$ cat config.mk
export PLATFORM = sky130hd
export DESIGN_NAME = split_reload_timer
export DESIGN_NICKNAME = d
export VERILOG_FILES = /design/src/rtl/srt_pkg.sv /design/src/rtl/srt_prescale.sv /design/src/rtl/srt_extdiv.sv /design/src/rtl/srt_half.sv /design/src/rtl/split_reload_timer.sv
export SDC_FILE = /design/constraint.sdc
export NUM_CORES = 1
export LEC_CHECK = 0
export ABC_AREA = 1
export BUFFER_PORTS_ARGS = -buffer_cell sky130_fd_sc_hd__buf_2
export CAP_MARGIN = 20
export CORE_ASPECT_RATIO = 0.75
export CORE_MARGIN = 2
export CORE_UTILIZATION = 49
export CTS_BUF_LIST = sky130_fd_sc_hd__clkbuf_2 sky130_fd_sc_hd__clkbuf_4 sky130_fd_sc_hd__clkbuf_8
export DETAILED_ROUTE_END_ITERATION = 10
export HOLD_SLACK_MARGIN = 0.05
export PLACE_DENSITY = 0.7
export SLEW_MARGIN = 10
export SYNTH_ARGS = -nofsm -noshare
export SYNTH_HDL_FRONTEND = slang
export SYNTH_SLANG_ARGS = --single-unit
export TNS_END_PERCENT = 100
$ cat constraint.sdc
create_clock -name clk -period 3.4 [get_ports clk]
set_input_delay 0.34 -clock clk [delete_from_list [all_inputs] [get_ports clk]]
set_output_delay 0.34 -clock clk [all_outputs]
set_load 0.05 [all_outputs]
$ cat src/rtl/srt_pkg.sv
package srt_pkg;
    localparam int ADDR_W = 3;

    localparam logic [ADDR_W-1:0] A_CTRL   = 3'd0;
    localparam logic [ADDR_W-1:0] A_CLKSEL = 3'd1;
    localparam logic [ADDR_W-1:0] A_CNT_LO = 3'd2;
    localparam logic [ADDR_W-1:0] A_CNT_HI = 3'd3;
    localparam logic [ADDR_W-1:0] A_RLD_LO = 3'd4;
    localparam logic [ADDR_W-1:0] A_RLD_HI = 3'd5;

    // control register, bit 7 down to bit 0
    typedef struct packed {
        logic flag_hi;
        logic flag_lo;
        logic irq_en;
        logic lo_irq_en;
        logic ext_sel;
        logic run_hi;
        logic cap_en;
        logic split_en;
    } ctrl_t;
endpackage

$ cat src/rtl/srt_prescale.sv
module srt_prescale #(
    parameter int DIV = 12
) (
    input  logic clk,
    input  logic rst_n,
    output logic tick
);
    localparam int CW = $clog2(DIV);
    localparam logic [CW-1:0] LAST = CW'(DIV - 1);

    typedef struct packed {
        logic [CW-1:0] cnt;
    } st_t;

    st_t st_d, st_q;

    always_comb begin
        st_d = st_q;
        if (st_q.cnt == LAST) st_d.cnt = '0;
        else                  st_d.cnt = st_q.cnt + 1'b1;
    end

    always_ff @(posedge clk or negedge rst_n) begin
        if (!rst_n) st_q <= '0;
        else        st_q <= st_d;
    end

    assign tick = (st_q.cnt == LAST);
endmodule

$ cat src/rtl/srt_extdiv.sv
module srt_extdiv #(
    parameter int SYNC = 2,
    parameter int DIV  = 8
) (
    input  logic clk,
    input  logic rst_n,
    input  logic ext_in,
    output logic tick
);
    localparam int CW = (DIV > 1) ? $clog2(DIV) : 1;
    localparam logic [CW-1:0] LAST = CW'(DIV - 1);

    typedef struct packed {
        logic [SYNC-1:0] sync;
        logic            prev;
        logic [CW-1:0]   cnt;
    } st_t;

    st_t  st_d, st_q;
    logic rise;

    always_comb begin
        st_d      = st_q;
        st_d.sync = {st_q.sync[SYNC-2:0], ext_in};
        st_d.prev = st_q.sync[SYNC-1];
        rise      = st_q.sync[SYNC-1] & ~st_q.prev;
        if (rise) begin
            if (st_q.cnt == LAST) st_d.cnt = '0;
            else                  st_d.cnt = st_q.cnt + 1'b1;
        end
    end

    always_ff @(posedge clk or negedge rst_n) begin
        if (!rst_n) st_q <= '0;
        else        st_q <= st_d;
    end

    assign tick = rise & (st_q.cnt == LAST);
endmodule

$ cat src/rtl/srt_half.sv
module srt_half #(
    parameter int W = 8
) (
    input  logic         clk,
    input  logic         rst_n,
    input  logic         cnt_en,
    input  logic         wr,
    input  logic [W-1:0] wdata,
    input  logic [W-1:0] rld,
    output logic [W-1:0] cnt,
    output logic         ovf_evt,
    output logic         ovf_pulse
);
    localparam logic [W-1:0] TOP = '1;

    typedef struct packed {
        logic [W-1:0] cnt;
        logic         pulse;
    } st_t;

    st_t st_d, st_q;

    always_comb begin
        st_d       = st_q;
        ovf_evt    = 1'b0;
        st_d.pulse = 1'b0;
        if (wr) begin
            st_d.cnt = wdata;              // write wins over a tick
        end else if (cnt_en) begin
            if (st_q.cnt == TOP) begin
                st_d.cnt   = rld;
                st_d.pulse = 1'b1;
                ovf_evt    = 1'b1;
            end else begin
                st_d.cnt = st_q.cnt + 1'b1;
            end
        end
    end

    always_ff @(posedge clk or negedge rst_n) begin
        if (!rst_n) st_q <= '0;
        else        st_q <= st_d;
    end

    assign cnt       = st_q.cnt;
    assign ovf_pulse = st_q.pulse;
endmodule

$ cat src/rtl/split_reload_timer.sv
module split_reload_timer
    import srt_pkg::*;
#(
    parameter int W         = 8,
    parameter int PRE_DIV   = 12,
    parameter int EXT_DIV   = 8,
    parameter int EXT_SYNC  = 2
) (
    input  logic              clk,
    input  logic              rst_n,
    input  logic              reg_wr,
    input  logic [ADDR_W-1:0] reg_addr,
    input  logic [W-1:0]      reg_wdata,
    output logic [W-1:0]      reg_rdata,
    input  logic              ext_clk,
    output logic              irq,
    output logic              lo_ovf_pulse,
    output logic              hi_ovf_pulse
);
    localparam int NH = 2;   // index 0 = low half, 1 = high half

    typedef struct packed {
        ctrl_t                ctrl;
        logic [NH-1:0]        fast;
        logic [NH-1:0][W-1:0] rld;
    } st_t;

    st_t st_d, st_q;

    logic                 pre_tick, ext_tick, split_active;
    logic [NH-1:0]        src_tick, cnt_en, cnt_wr, ovf_evt, ovf_pulse;
    logic [NH-1:0][W-1:0] cnt;

    srt_prescale #(.DIV(PRE_DIV)) u_pre (
        .clk(clk), .rst_n(rst_n), .tick(pre_tick)
    );

    srt_extdiv #(.SYNC(EXT_SYNC), .DIV(EXT_DIV)) u_ext (
        .clk(clk), .rst_n(rst_n), .ext_in(ext_clk), .tick(ext_tick)
    );

    assign split_active = st_q.ctrl.split_en & ~st_q.ctrl.cap_en;

    for (genvar g = 0; g < NH; g++) begin : g_half
        localparam logic [ADDR_W-1:0] CNT_ADDR = (g == 0) ? A_CNT_LO : A_CNT_HI;
        logic gate;
        assign gate        = (g == 0) ? 1'b1 : st_q.ctrl.run_hi;
        assign src_tick[g] = st_q.fast[g] ? 1'b1
                           : (st_q.ctrl.ext_sel ? ext_tick : pre_tick);
        assign cnt_en[g]   = split_active & gate & src_tick[g];
        assign cnt_wr[g]   = reg_wr & (reg_addr == CNT_ADDR);

        srt_half #(.W(W)) u_half (
            .clk      (clk),
            .rst_n    (rst_n),
            .cnt_en   (cnt_en[g]),
            .wr       (cnt_wr[g]),
            .wdata    (reg_wdata),
            .rld      (st_q.rld[g]),
            .cnt      (cnt[g]),
            .ovf_evt  (ovf_evt[g]),
            .ovf_pulse(ovf_pulse[g])
        );
    end

    always_comb begin
        st_d = st_q;
        if (reg_wr) begin
            unique case (reg_addr)
                A_CTRL:   st_d.ctrl   = ctrl_t'(reg_wdata[7:0]);
                A_CLKSEL: st_d.fast   = reg_wdata[NH-1:0];
                A_RLD_LO: st_d.rld[0] = reg_wdata;
                A_RLD_HI: st_d.rld[1] = reg_wdata;
                default: ;
            endcase
        end
        // hardware set has priority over a same-cycle clear
        if (ovf_evt[0]) st_d.ctrl.flag_lo = 1'b1;
        if (ovf_evt[1]) st_d.ctrl.flag_hi = 1'b1;
    end

    always_ff @(posedge clk or negedge rst_n) begin
        if (!rst_n) st_q <= '0;
        else        st_q <= st_d;
    end

    always_comb begin
        reg_rdata = '0;
        unique case (reg_addr)
            A_CTRL:   reg_rdata[7:0]    = st_q.ctrl;
            A_CLKSEL: reg_rdata[NH-1:0] = st_q.fast;
            A_CNT_LO: reg_rdata         = cnt[0];
            A_CNT_HI: reg_rdata         = cnt[1];
            A_RLD_LO: reg_rdata         = st_q.rld[0];
            A_RLD_HI: reg_rdata         = st_q.rld[1];
            default:  reg_rdata         = '0;
        endcase
    end

    assign irq = (st_q.ctrl.flag_hi | (st_q.ctrl.flag_lo & st_q.ctrl.lo_irq_en))
               & st_q.ctrl.irq_en;
    assign lo_ovf_pulse = ovf_pulse[0];
    assign hi_ovf_pulse = ovf_pulse[1];
endmodule

==> flow_summary.ini <==
[clock_network]
numCtsBuffers = 5
cts_buffer_depth = 2
clkTransAtPathRegs_ns = 0.11
cts.sinks = 54
h-tree-depth = 2
post_cts_buffers = 0
cts_root_buf = clkbuf_8
ctsResizeCount = 0
cts_tree = done
clock_latency_ns = 0.32
cts_hold_buffers = 0

[critical_path]
reg2regPathDepth = 7
arrival_ns = 1.56
end_kind = primary output
criticalPathCategory = in -> out
path_max_fanout = 6
startpoint_type = primary input
cp_data_required_time_ns = 3.06

[drt]
dr.pass1.iters = 5
detail_route.wl_per_cell_um = 16.3
vias_per_cell = 5.35
drc = 0
first_iter_violations = 243
routed-via-count = 2808
drt-total-wl_um = 8580
antenna_left = 0

[logic_synthesis]
post_synth_inst_count = 416
synth_edf_count = 0
syn_nets = 436
seq_area_frac_synth_pct = 44.2
synth_top_area_share_pct = 44.2
ys_seq_elements = 54
yosys_warnings = 0
ys_dominant_reg_cell = dfrtp_1
ys_top_cells_by_area = dfrtp_1 44%, nand2_1 16%, nand3_1 8.8%
synth_common_cells = 132 x nand2_1, 54 x dfrtp_1, 54 x inv_1, 54 x nand3_1, 41 x o21ai_0
synth.most_common_cell = nand2_1
synth.largest_area_cell = dfrtp_1
syn_area_per_cell_um2 = 7.35
synthArstFlopShare_pct = 100
synth.cell_area_mm2 = 0.00306
ys_types = 29

[die]
core_mm2 = 0.00592
io_pins = 26
die_area_mm2 = 0.00690
start_util_pct = 51.7
die_h_um = 72.4
die_w_um = 95.2
rows = 24

[grt]
grt_pass1_vias = 2580
antenna_found_initial = 0
grt_max_degree = 36
overflow = 0
grt_use_total_pct = 27.0
grt_pass1_wl_um = 13800

[finish]
antenna_cells = 0
final_util_pct = 57.1
drive_above_1_share_pct = 12.5
syn2layout_area_growth_pct = 10.4
fin_cells = 525
nets = 466
nFillCells = 578

[pwr]
ir_drop_v = 0.000317
p_per_area_mw_per_mm2 = 639
p_leak_nw = 1.78

[sta]
fmax_ghz = 0.526
period_share_pct = 55.9
post-route-min-period_ns = 1.90
finalHoldViolations = 0
finClkSkew_ns = 0.00691
rsz0062_at_grt = false
slew_violations = 0
setup_viol = 0
relSlewSlack_pct = 49.6
worstMarginPinSlew_ns = 0.756
finalSetupTns_ns = 0

[placement]
dp.final_hpwl_um = 6770
io_buffers = 25
finalWeightedCongestion = 0.980
dp.cells = 517

[status]
outcome = finished, final reports clean

[job]
max-cap-violations = 0

[hold_path]
min_path_type = in -> async
-- worst max-delay path: stages --
cell,delay [ns]
buf_2,0.13
nor2_1,0.13
nand2_1,0.15
inv_1,0.19
nand2_1,0.08
nand2_1,0.07
a21oi_1,0.05
o211ai_1,0.12
buf_2,0.30
-- cell families after synthesis --
kind of cell	synth area share, %
AND/OR/NAND/NOR	34.0
buffers and inverters	8.55
AO/OA/AOI/OAI	10.3
multiplexers	0.368
adder cells (fa/ha/maj)	2.05
flip-flops	44.2
XOR/XNOR	0.573
-- where the power goes --
part	total, mW	internal, mW	switching (mW)
registers	1.03	0.803	0.223
clock network	0.458	0.225	0.233
logic	0.674	0.238	0.436
total	2.16	1.27	0.892
-- final cells by class --
cell class,instances,area [um^2],area share (%)
tap,78,97.6,2.89
timing repair buffer,26,133,3.93
inverter,61,234,6.93
sequential,54,1350,40.0
multi-input combinational,298,1450,42.8
clock inverter,3,47.5,1.41
clock buffer,5,68.8,2.04
-- state kept, by name, indices dropped and copies added, names as in the netlist --
name / cells
u_ext.st_d: 2
u_pre.st_q: 4
g_half.u_half.ovf_pulse: 2
u_ext.st_q: 4
st_q: 25
g_half.u_half.cnt: 16
g_half.gate: 1
-- through the flow --
stage / hold slack, ns / setup WS (ns) / power (mW) / area, um^2
floorplan: 0.0444 / 1.36 / 1.46 / 3060
finish: 0.0659 / 1.50 / 2.16 / 3380
global route: 0.103 / 1.38 / 2.31 / 3380
detailed placement: 0.336 / 1.54 / 1.70 / 3260
global placement: 0.344 / 1.54 / 1.69 / 3260
CTS: 0.102 / 1.54 / 2.15 / 3380
-- worst paths after layout --
kind,startpoint,endpoint,slack (ns)
min,rst_n,u_pre.st_q[2]$_DFF_PN0_,0.07
min in group clk,ext_clk,u_ext.st_d[5]$_DFF_PN0_,0.12
max,reg_addr[1],reg_rdata[7],1.50
max in group asynchronous,rst_n,g_half[0].u_half.ovf_pulse$_DFF_PN0_,2.57
min reg2reg,u_ext.st_d[5]$_DFF_PN0_,u_ext.st_d[3]$_DFF_PN0_,0.37
max reg2reg,u_pre.st_q[0]$_DFF_PN0_,st_q[24]$_DFFE_PN0P_,1.69
-- per-layer routing --
metal	global-route usage, %	up-vias	share of wire [%]
li1	-	1403	-
met1	43.2	1283	49
met2	36.6	109	40
met3	5.82	13	9.7
met4	7.09	0	1.4
met5	0	-	0
-- cell usage in the layout (no fill, tap or decap), types with 2 or more instances in the layout --
cell type  netlist  routed
o21bai_1         2       2
dfrtp_1         54      54
a21oi_1          6       6
buf_2            1      25
nand2_2          5       5
o22ai_1          3       3
inv_6            1       3
nand4_1          9       9
nand2_1        132     132
nor2_1          21      21
inv_2            6       6
a22oi_1          4       4
nor2_2           3       3
o21ai_0         41      41
nand3_1         54      54
clkbuf_8         0       5
inv_1           54      54
nor2_4           3       3
ha_1             5       5
No activity file was read; power rests on OpenSTA's default activity.
